[src/rtl/cec_rxb_pkg.sv]
package cec_rxb_pkg;

    localparam int NBUF  = 3;
    localparam int DEPTH = 16;
    localparam int NSLOT = 3;
    localparam int LENW  = $clog2(DEPTH + 1);
    localparam int PTRW  = $clog2(DEPTH);
    localparam int TAGW  = $clog2(NBUF + 1);
    localparam int IDXW  = $clog2(NBUF);

    localparam logic [3:0] BCAST_ADDR = 4'hF;

    localparam logic [7:0] A_LEN0   = 8'h30;
    localparam logic [7:0] A_STATUS = 8'h33;
    localparam logic [7:0] A_CTRL   = 8'h34;
    localparam logic [7:0] A_MASK   = 8'h35;
    localparam logic [7:0] A_SLOT01 = 8'h36;
    localparam logic [7:0] A_SLOT2  = 8'h37;

    typedef enum logic [1:0] {
        RX_IDLE,
        RX_FILL,
        RX_SKIP
    } rx_state_e;

    function automatic logic [3:0] dest_nibble(input logic [7:0] hdr);
        return hdr[3:0];
    endfunction

endpackage

[src/rtl/cec_rxb_filter.sv]
module cec_rxb_filter
    import cec_rxb_pkg::*;
#(
    parameter int SLOTS = NSLOT
) (
    input  logic [3:0]             dest,
    input  logic [SLOTS-1:0]       slot_en,
    input  logic [SLOTS-1:0][3:0]  slot_addr,
    output logic                   accept
);
    logic [SLOTS-1:0] hit;

    for (genvar s = 0; s < SLOTS; s++) begin : g_slot
        assign hit[s] = slot_en[s] && (slot_addr[s] == dest);
    end

    assign accept = (|hit) || (dest == BCAST_ADDR);

endmodule

[src/rtl/cec_rxb_store.sv]
module cec_rxb_store
    import cec_rxb_pkg::*;
#(
    parameter int D  = DEPTH,
    parameter int PW = PTRW,
    parameter int LW = LENW
) (
    input  logic          clk,
    input  logic          rst,
    input  logic          wr_en,
    input  logic [PW-1:0] wr_ptr,
    input  logic [7:0]    wr_data,
    input  logic          len_set,
    input  logic [LW-1:0] len_val,
    input  logic          len_clr,
    input  logic [PW-1:0] rd_ptr,
    output logic [7:0]    rd_data,
    output logic [LW-1:0] len_o
);
    logic [7:0]    mem [D];
    logic [LW-1:0] len_q;

    always_ff @(posedge clk) begin
        if (wr_en) mem[wr_ptr] <= wr_data;
    end

    always_ff @(posedge clk) begin
        if (rst)          len_q <= '0;
        else if (len_clr) len_q <= '0;
        else if (len_set) len_q <= len_val;
    end

    assign rd_data = mem[rd_ptr];
    assign len_o   = len_q;

    // stored length never exceeds the buffer depth
    a_r6_len_cap: assert property (@(posedge clk) disable iff (rst)
        len_q <= LW'(D));

    // a release empties the length in the next cycle
    a_r4_len_cleared: assert property (@(posedge clk) disable iff (rst)
        len_clr |=> len_q == '0);

endmodule

[src/rtl/cec_rxb_order.sv]
module cec_rxb_order
    import cec_rxb_pkg::*;
#(
    parameter int NB = NBUF,
    parameter int TW = TAGW,
    parameter int IW = IDXW
) (
    input  logic                  clk,
    input  logic                  rst,
    input  logic [NB-1:0]         rel_req,
    input  logic                  commit,
    input  logic [IW-1:0]         commit_idx,
    output logic [NB-1:0][TW-1:0] tags_o
);
    logic [NB-1:0][TW-1:0] tag_q;
    logic [NB-1:0][TW-1:0] aft;
    logic [NB-1:0][TW-1:0] nxt;
    logic [NB-1:0]         freed;
    logic [TW-1:0]         occ;

    always_comb begin
        for (int i = 0; i < NB; i++) begin
            freed[i] = rel_req[i] && (tag_q[i] != '0);
        end
        for (int i = 0; i < NB; i++) begin
            logic [TW-1:0] sh;
            sh = '0;
            for (int j = 0; j < NB; j++) begin
                if (freed[j] && (tag_q[j] < tag_q[i])) sh = sh + 1'b1;
            end
            if (freed[i] || tag_q[i] == '0) aft[i] = '0;
            else                            aft[i] = tag_q[i] - sh;
        end
        occ = '0;
        for (int i = 0; i < NB; i++) begin
            if (aft[i] != '0) occ = occ + 1'b1;
        end
        nxt = aft;
        if (commit) nxt[commit_idx] = occ + 1'b1;
    end

    always_ff @(posedge clk) begin
        if (rst) tag_q <= '0;
        else     tag_q <= nxt;
    end

    assign tags_o = tag_q;

    // a new frame only lands in an empty buffer
    a_r3_commit_empty: assert property (@(posedge clk) disable iff (rst)
        commit |-> tag_q[commit_idx] == '0);

    for (genvar i = 0; i < NB; i++) begin : g_chk
        // a held release bit leaves the buffer empty next cycle
        a_r4_release_empties: assert property (@(posedge clk) disable iff (rst)
            rel_req[i] |=> tag_q[i] == '0);
        // occupied tags never exceed the buffer count
        a_r3_tag_range: assert property (@(posedge clk) disable iff (rst)
            tag_q[i] <= TW'(NB));
        for (genvar j = i + 1; j < NB; j++) begin : g_pair
            // two occupied buffers never share an age
            a_r3_tags_distinct: assert property (@(posedge clk) disable iff (rst)
                (tag_q[i] != '0) |-> (tag_q[i] != tag_q[j]));
        end
    end

endmodule

[src/rtl/cec_rx_tribuf.sv]
module cec_rx_tribuf
    import cec_rxb_pkg::*;
(
    input  logic        clk,
    input  logic        rst,
    input  logic        rx_start,
    input  logic        rx_byte_vld,
    input  logic [7:0]  rx_byte,
    input  logic        rx_end,
    input  logic        reg_we,
    input  logic [7:0]  reg_addr,
    input  logic [7:0]  reg_wdata,
    output logic [7:0]  reg_rdata,
    output logic [2:0]  irq_ready
);
    // configuration registers
    logic [NBUF-1:0]  clr_q;
    logic             mode_q;
    logic [NSLOT-1:0] mask_q;
    logic [7:0]       slot01_q;
    logic [3:0]       slot2_q;

    // receive path state
    rx_state_e        state_q;
    logic [IDXW-1:0]  tgt_q;
    logic [LENW-1:0]  cnt_q;
    logic [3:0]       dest_q;

    logic [NBUF-1:0][TAGW-1:0] tags;
    logic [NBUF-1:0]           avail;
    logic                      any_avail;
    logic [IDXW-1:0]           first_free;
    logic                      accept;
    logic                      commit;
    logic                      take_byte;
    logic [NSLOT-1:0][3:0]     slot_addr;
    logic [7:0]                rd_data_w [NBUF];
    logic [LENW-1:0]           len_w     [NBUF];

    always_ff @(posedge clk) begin
        if (rst) begin
            clr_q    <= '0;
            mode_q   <= 1'b0;
            mask_q   <= '0;
            slot01_q <= '0;
            slot2_q  <= '0;
        end else if (reg_we) begin
            case (reg_addr)
                A_CTRL: begin
                    clr_q  <= reg_wdata[NBUF-1:0];
                    mode_q <= reg_wdata[3];
                end
                A_MASK:   mask_q   <= reg_wdata[4 +: NSLOT];
                A_SLOT01: slot01_q <= reg_wdata;
                A_SLOT2:  slot2_q  <= reg_wdata[3:0];
                default: ;
            endcase
        end
    end

    assign slot_addr[0] = slot01_q[3:0];
    assign slot_addr[1] = slot01_q[7:4];
    assign slot_addr[2] = slot2_q;

    // buffers open for a new frame
    always_comb begin
        for (int i = 0; i < NBUF; i++) begin
            avail[i] = (tags[i] == '0) && !clr_q[i] && (mode_q || i == 0);
        end
        any_avail  = |avail;
        first_free = '0;
        for (int i = NBUF - 1; i >= 0; i--) begin
            if (avail[i]) first_free = IDXW'(i);
        end
    end

    cec_rxb_filter #(.SLOTS(NSLOT)) u_filter (
        .dest      (dest_q),
        .slot_en   (mask_q),
        .slot_addr (slot_addr),
        .accept    (accept)
    );

    assign take_byte = (state_q == RX_FILL) && rx_byte_vld && !rx_start;
    assign commit    = (state_q == RX_FILL) && rx_end && !rx_start &&
                       (cnt_q != '0) && accept && !clr_q[tgt_q];

    always_ff @(posedge clk) begin
        if (rst) begin
            state_q <= RX_IDLE;
            tgt_q   <= '0;
            cnt_q   <= '0;
            dest_q  <= '0;
        end else if (rx_start) begin
            cnt_q   <= '0;
            tgt_q   <= first_free;
            state_q <= any_avail ? RX_FILL : RX_SKIP;
        end else begin
            if (take_byte && cnt_q < LENW'(DEPTH)) begin
                cnt_q <= cnt_q + 1'b1;
                if (cnt_q == '0) dest_q <= dest_nibble(rx_byte);
            end
            if (rx_end) state_q <= RX_IDLE;
        end
    end

    for (genvar i = 0; i < NBUF; i++) begin : g_buf
        logic sel;
        assign sel = (tgt_q == IDXW'(i));
        cec_rxb_store #(.D(DEPTH), .PW(PTRW), .LW(LENW)) u_store (
            .clk     (clk),
            .rst     (rst),
            .wr_en   (take_byte && sel && cnt_q < LENW'(DEPTH)),
            .wr_ptr  (cnt_q[PTRW-1:0]),
            .wr_data (rx_byte),
            .len_set (commit && sel),
            .len_val (cnt_q),
            .len_clr (clr_q[i]),
            .rd_ptr  (reg_addr[PTRW-1:0]),
            .rd_data (rd_data_w[i]),
            .len_o   (len_w[i])
        );
        assign irq_ready[i] = (tags[i] != '0);
    end

    cec_rxb_order #(.NB(NBUF), .TW(TAGW), .IW(IDXW)) u_order (
        .clk        (clk),
        .rst        (rst),
        .rel_req    (clr_q),
        .commit     (commit),
        .commit_idx (tgt_q),
        .tags_o     (tags)
    );

    // register readback
    always_comb begin
        reg_rdata = '0;
        if (reg_addr < 8'(NBUF * DEPTH)) begin
            for (int i = 0; i < NBUF; i++) begin
                if (reg_addr[7:PTRW] == (8 - PTRW)'(i)) reg_rdata = rd_data_w[i];
            end
        end else begin
            for (int i = 0; i < NBUF; i++) begin
                if (reg_addr == A_LEN0 + 8'(i)) reg_rdata = 8'(len_w[i]);
            end
            case (reg_addr)
                A_STATUS: begin
                    for (int i = 0; i < NBUF; i++) reg_rdata[TAGW*i +: TAGW] = tags[i];
                end
                A_CTRL:   reg_rdata = {4'b0, mode_q, clr_q};
                A_MASK:   reg_rdata = {1'b0, mask_q, 4'b0};
                A_SLOT01: reg_rdata = slot01_q;
                A_SLOT2:  reg_rdata = {4'b0, slot2_q};
                default: ;
            endcase
        end
    end

    // a frame starting with no free buffer is skipped
    a_r8_full_skips: assert property (@(posedge clk) disable iff (rst)
        (rx_start && !any_avail) |=> state_q == RX_SKIP);

    // an empty frame never commits
    a_r10_empty_ignored: assert property (@(posedge clk) disable iff (rst)
        (state_q == RX_FILL && rx_end && cnt_q == '0) |=> $stable(tags));

    // in single-buffer mode buffers 1 and 2 stay empty
    a_r9_single_mode: assert property (@(posedge clk) disable iff (rst)
        (!mode_q && $past(!mode_q) && tags[1] == '0) |=> tags[1] == '0);

endmodule

[config.mk]
export PLATFORM = sky130hd
export DESIGN_NAME = cec_rx_tribuf
export DESIGN_NICKNAME = d
export VERILOG_FILES = /design/src/rtl/cec_rxb_pkg.sv /design/src/rtl/cec_rxb_filter.sv /design/src/rtl/cec_rxb_store.sv /design/src/rtl/cec_rxb_order.sv /design/src/rtl/cec_rx_tribuf.sv
export SDC_FILE = /design/constraint.sdc
export NUM_CORES = 1
export LEC_CHECK = 0
export CORE_ASPECT_RATIO = 1.5
export CORE_MARGIN = 1.5
export CORE_UTILIZATION = 60
export CTS_BUF_LIST = sky130_fd_sc_hd__clkbuf_2
export DETAILED_ROUTE_END_ITERATION = 6
export GPL_TIMING_DRIVEN = 1
export MAX_ROUTING_LAYER = met4
export PLACE_DENSITY = 0.77
export SYNTH_ARGS = -nofsm -noshare
export SYNTH_HDL_FRONTEND = slang
export SYNTH_SLANG_ARGS = --single-unit
[constraint.sdc]
create_clock -name clk -period 4.2 [get_ports clk]
set_clock_uncertainty 0.15 [all_clocks]
set_input_delay 0.84 -clock clk [delete_from_list [all_inputs] [get_ports clk]]
set_output_delay 0.84 -clock clk [all_outputs]
set_load 0.02 [all_outputs]
Word level (Yosys, flattened, before mapping)
Memories as Yosys holds them, arrays and structs flattened.
Cells that the tools add are included.
{"block": "op_classes", "n_addsub": 13, "multipliers": 0, "div": 0, "magnitude_cmp": 13, "n_eq_ne": 17, "shifts": 0, "n_mux": 42, "bitwise": 1, "n_reduce_logical": 73}
{"op": "8-bit by 6-bit equality test with 1-bit output (second input constant)", "n": 8}
{"op": "8-bit 2-to-1 mux", "n": 6}
{"op": "1-bit logical AND", "n": 38}
{"op": "2-bit 2-to-1 mux", "n": 18}
{"op": "6-bit case mux with 5 select lines", "n": 1}
{"op": "2-bit less-than comparator", "n": 9}
{"op": "2-bit nonzero test", "n": 7}
{"op": "4-bit equality test", "n": 3}
{"op": "1-bit 2-to-1 mux", "n": 11}
{"op": "2-bit by 1-bit adder with 2-bit output (second input constant)", "n": 5}
{"op": "2-bit OR reduction", "n": 5}
{"op": "1-bit by 1-bit adder with 2-bit output (second input constant)", "n": 4}
{"op": "2-bit logical NOT", "n": 4}
{"op": "8-bit by 6-bit less-than comparator with 1-bit output (second input constant)", "n": 1}
{"op": "2-bit AND reduction", "n": 4}
{"op": "6-bit bitwise mux", "n": 1}
{"op": "6-bit 2-to-1 mux", "n": 1}
{"op": "2-bit case mux with 3 select lines", "n": 1}
{"op": "3-bit OR reduction", "n": 2}
{"op": "2-bit subtractor", "n": 3}
{"op": "5-bit by 1-bit adder with 5-bit output (second input constant)", "n": 1}
{"op": "1-bit logical NOT", "n": 5}
{"op": "5-bit logical NOT", "n": 1}
{"op": "5-bit less-than comparator (second input constant)", "n": 1}
{"op": "15 further kinds", "n": 19}
{"block": "word_totals", "register_bits": 53, "latchBits": 0, "mem_bits_rw": 384, "romBits": 0, "input_bits": 30, "output_inout_bits": 11, "word_cells": 177, "n_memories": 3}
{"memory": "g_buf[0].u_store.mem", "words": 16, "width": 8, "read_ports": 1, "rd_ports_with_merged_regs": 0, "write_ports": 1, "line_no": "cec_rxb_store.sv:20", "rtl": "logic [7:0] mem [D];"}
{"memory": "g_buf[1].u_store.mem", "words": 16, "width": 8, "read_ports": 1, "rd_ports_with_merged_regs": 0, "write_ports": 1, "line_no": "cec_rxb_store.sv:20"}
{"memory": "g_buf[2].u_store.mem", "words": 16, "width": 8, "read_ports": 1, "rd_ports_with_merged_regs": 0, "write_ports": 1, "line_no": "cec_rxb_store.sv:20"}

Depth between registers and ports, before layout
{"block": "depth", "word_depth": 19, "depth_mapped": 19, "ltp_nobuf": 19}

By module
A second synthesis with hierarchy kept.
{"block": "hier_totals", "hier_cells": 1071, "hier_area_um2": 18461.5}
{"module": "cec_rxb_store", "instances": 3, "cells_each": 237, "area_per_inst_um2": 5166.2, "seq_area_each_um2": 3943.8}
{"module": "cec_rx_tribuf", "instances": 1, "cells_each": 241, "area_per_inst_um2": 2006.9, "seq_area_each_um2": 640.6}
{"module": "cec_rxb_order", "instances": 1, "cells_each": 96, "area_per_inst_um2": 793.3, "seq_area_each_um2": 120.1}
{"module": "cec_rxb_filter", "instances": 1, "cells_each": 23, "area_per_inst_um2": 162.7, "seq_area_each_um2": 0.0}

Worst setup path after synthesis
No wires, ideal clock.
{"block": "synth_path", "kind": "input to output", "start": "input reg_addr[0]", "end": "output reg_rdata[7]", "t_arrival_ns": 2.772, "required_time_ns": 3.210, "slack_ns": 0.438, "path_stages": 8, "n_path_buf": 3, "path_cell_list": "buf_4 buf_6 buf_2 nor2_1 a22o_1 a2111oi_0 nor4_1 o31ai_1"}
{"block": "synth_between", "elab_chain_len": 5, "word_cells_on_any_way": 16, "cone_classes": "1 x order compare; 5 x eq/ne; 6 x mux; 1 x reduce/logical; 3 x memory"}
{"item": "start: declaration", "line_no": "cec_rx_tribuf.sv:11", "rtl": "input logic [7:0] reg_addr,"}
{"item": "memory read 16 x 8 bit"}
{"item": "8-bit 2-to-1 mux (3 in series)", "line_no": "cec_rx_tribuf.sv:140", "rtl": "if (reg_addr[7:PTRW] == (8 - PTRW)'(i)) reg_rdata = rd_data_w[i];"}
{"item": "8-bit 2-to-1 mux (*)", "line_no": "cec_rx_tribuf.sv:138", "rtl": "if (reg_addr < 8'(NBUF * DEPTH)) begin"}
{"item": "end: declaration", "line_no": "cec_rx_tribuf.sv:13", "rtl": "output logic [7:0] reg_rdata,"}
Mark *: on every way between the ends. The rest lies on a longest branch, timed or not.

Worst setup path after layout
{"block": "layout_path", "start": "memory g_buf[0].u_store.mem[2][7]", "end": "output reg_rdata[7]"}
{"block": "layout_between", "elab_chain_len": 5}
{"item": "start: declaration", "line_no": "cec_rxb_store.sv:20"}
{"item": "memory read 16 x 8 bit"}
{"item": "8-bit 2-to-1 mux (3 in series)", "line_no": "cec_rx_tribuf.sv:140"}
{"item": "8-bit 2-to-1 mux", "line_no": "cec_rx_tribuf.sv:138"}
Every way passes these cells.

==> flow_metrics.env <==
export IMPL_synth_flop_cell="edfxtp_1"
export IMPL_hp_class="in2reg"
export IMPL_vias=10700
export IMPL_ios=41
export IMPL_power_per_cell_area_mw_per_mm2=377
export IMPL_vdd_ir_drop_worst_mv=0.230
export IMPL_cp_end_kind="primary output"
export IMPL_synthCells=1067
export IMPL_synthAdderAreaFrac_pct=1.23
export IMPL_io_buffers=40
export IMPL_clockRootBuffer="clkbuf_2"
export IMPL_fin_cells=1751
export IMPL_ys_ff_latch=437
export IMPL_seqCellArea_sq_mm=0.0126
export IMPL_die_height_um=217
export IMPL_ys_types=65
export IMPL_p_sw_mw=1.82
export IMPL_synth_xor_area_share_pct=0.720
export IMPL_gp_congestion=0.974
export IMPL_multi_input_area_sq_mm=0.00540
export IMPL_clkPwrFrac_pct=34.4
export IMPL_rsz0062_at_grt="true"
export IMPL_die_area_sq_mm=0.0315
export IMPL_finalSetupViolations=0
export IMPL_p_comb_share_pct=5.9
export IMPL_synth_top_family_by_area="multiplexers"
export IMPL_num_rows=78
export IMPL_drive_above_1_share_pct=31.6
export IMPL_timing_final_crit_period_ns=4.09
export IMPL_leakagePower_nw=7.28
export IMPL_grt_pass1_wl_mm=66.3
export IMPL_max_freq_mhz=244
export IMPL_drc=0
export IMPL_dp_hpwl_mm=30.0
export IMPL_finalWorstSetupSlack_ns=0.109
export IMPL_crit_chain="mux4_2 -> mux2i_4 -> o22ai_1 -> nor4_2 -> buf_4 -> o31ai_1 -> dlygate4sd2_1"
export IMPL_routed_via_density=6.14
export IMPL_crit_path_max_incr_delay_ns=0.52
export IMPL_globalRouteOverflowTotal=0
export IMPL_n_fill_cell=2069
export IMPL_area_growth_pct=14.9
export IMPL_clock_sinks=437
export IMPL_postCtsHoldBufs=0
export IMPL_slew_violations=0
export IMPL_seqPwrFrac_pct=59.7
export IMPL_max_slew_worst_pin_slew_ns=1.13
export IMPL_hold_ws_ns=0.128
export IMPL_drt_total_wl_mm=44.1
export IMPL_crit_fanout=1
export IMPL_critPathBufInv=2
export IMPL_insertion_delay_ns=1.04
export IMPL_syn_area_sq_mm=0.0183
export IMPL_grt_pass1_vias=11300
export IMPL_setup_tns_ns=0
export IMPL_post_cts_setup_buffers=0
export IMPL_clkTransAtPathRegs_ns=0.12
export IMPL_antenna_found_initial=2
export IMPL_drv_cap=0
export IMPL_crit_arrival_ns=3.10
export IMPL_avgRoutedWirePerCell_um=25.2
export IMPL_htree_levels=3
export IMPL_finalNetCount=1328
export IMPL_fp_coreArea_sq_mm=0.0301
export IMPL_cpMaxStageDelayCell="mux4_2"
export IMPL_startpoint_type="register"
export IMPL_dp_cells=1584
export IMPL_synth_edf_count=384
export IMPL_swShare_pct=23.0
export IMPL_path_delay_family="multiplexers"
export IMPL_async_flop_share_pct=0
export IMPL_fin_util_pct=69.8
export IMPL_cts_buffers=94
export IMPL_grt_util_all_layers_pct=29.9
export IMPL_avgSynthCellArea_sq_um=17.1
export IMPL_dr_pass1_iters=7
export IMPL_yosysSeqAreaShare_pct=69.0
export IMPL_clockBufferDepth=3
export IMPL_cts_tree="built"
export IMPL_synthMuxAreaShare_pct=16.0
export IMPL_yosys_area_share_simple_pct=6.64
export IMPL_r2r_slack_ns=0.34
export IMPL_fin_crit_sh_pct=97.4
export IMPL_status="complete, no violations"
export IMPL_syn_num_nets=1115
export IMPL_antenna_left=0
export IMPL_relSlewSlack_pct=23.9
export IMPL_dr_first_iter_drc_count=870
export IMPL_die_w_um=145
export IMPL_power_internal_mw=6.08
export IMPL_required_ns=3.21
export IMPL_hold_viol=0
export IMPL_path_class="reg2out"
export IMPL_synth_compound_area_share_pct=4.29
export IMPL_grt_max_degree=50
export IMPL_start_util_pct=60.7
export IMPL_yosys_warnings=0
export IMPL_pre_cts_ws_ns=-0.214
==> kinds of logic after synthesis <==
group                    count (synthesis)
flip-flops                             437
AND/OR/NAND/NOR                        243
multiplexers                           169
AO/OA/AOI/OAI                          108
buffers and inverters                   77
adder cells (fa/ha/maj)                 18
XOR/XNOR                                15
==> worst paths after layout <==
check,startpoint,endpoint,depth (start not counted)
setup / recovery,g_buf[0].u_store.mem[2][7],reg_rdata[7],7
hold / removal,rst,u_order.tags_o[3],2
setup reg to reg,u_order.tags_o[3],u_order.tags_o[5],17
hold reg to reg,slot2_q[3],slot2_q[3],2
==> through the flow <==
step / total power, mW / instance area (sq um)
2_1_floorplan: 5.04 / 18300
4_1_cts: 7.96 / 20900
3_3_place_gp: 5.26 / 19900
5_1_grt: 8.20 / 21000
6_report: 7.90 / 21000
3_5_place_dp: 5.27 / 19900
==> power groups by stage <==
stage | Sequential, mW | Combinational, mW | Clock, mW
after floorplan | 4.82 | 0.226 | 0
after global placement | 4.82 | 0.448 | 0
after detailed placement | 4.82 | 0.454 | 0
after CTS | 4.72 | 0.464 | 2.78
after global routing | 4.72 | 0.489 | 2.99
final | 4.72 | 0.464 | 2.72
==> cells in the final DEF, fill, tap and decap left out, types with 7 or more instances in the layout <==
master	count
edfxtp_1	384
clkbuf_2	138
buf_4	122
mux4_2	96
nor2_1	95
mux2i_1	62
dfxtp_1	51
nand2_1	35
nor3_1	31
a21oi_1	26
clkdlybuf4s50_1	25
inv_1	21
nor2b_1	20
clkinv_1	19
ha_1	18
o21ai_0	16
nand3_1	13
a22oi_1	10
buf_12	10
nand3b_1	8
xnor2_1	8
mux2_2	7
xor2_1	7
==> registers in the layout, indices dropped and copies added (netlist names) <==
register,cells
g_buf.u_store.mem,384
g_buf.u_store.len_o,15
slot01_q,8
u_order.tags_o,6
cnt_q,5
dest_q,4
slot2_q,4
clr_q,3
mask_q,3
state_q,2
tgt_q,2
mode_q,1
==> timing repair <==
item,4_1_cts,5_1_grt
endpoints found under the setup margin,8,7
pin swaps,2,4
resized for setup,35,14
==> area by class of cell <==
class | instances | share of cell area [%]
sequential | 437 | 60.0
multi-input combinational | 553 | 25.8
timing repair buffer | 171 | 6.98
clock buffer | 136 | 3.25
tap | 400 | 2.39
clock inverter | 27 | 1.13
inverter | 23 | 0.412
antenna | 4 | 0.0477
==> synthesized netlist by cell type, drive strengths merged, types with 6 or more instances <==
library cell  instances  area, sq um
nand2                35          131
nor3b                 6         50.1
xor2                  7         61.3
nor3                 34          170
mux2i                65          651
o21ai                18         90.1
a21oi                27          135
nor2b                20          125
nand3                13         65.1
nor2                 96          363
nand3b                8         60.1
xnor2                 8         70.1
mux4                 97         2190
a22oi                14          105
clkbuf               19         71.3
ha                   18          225
dfxtp                53         1060
inv                  23         86.3
o31ai                 8         73.8
a211oi                6         45.0
edfxtp              384        11500
mux2                  7         78.8
buf                  35          233
==> routing by layer <==
layer | share of wire, % | track usage (%)
met1 | 35 | 32.9
met2 | 54 | 51.3
met3 | 6.2 | 6.36
met4 | 4.7 | 15.2
met5 | 0 | -
==> worst register-to-register path: stages (launching register included) <==
cell      delay, ns
dfxtp_1        0.48
ha_1           0.31
nor2b_1        0.15
o211ai_1       0.17
a21oi_1        0.06
ha_1           0.29
ha_1           0.19
xnor2_1        0.22
nor3_1         0.07
a21oi_1        0.13
nor2_1         0.07
or2_2          0.33
ha_1           0.37
nand2b_1       0.12
a22oi_1        0.06
nand3b_1       0.24
nor2b_1        0.17
o21a_1         0.20
(Power assumes the default switching activity.)
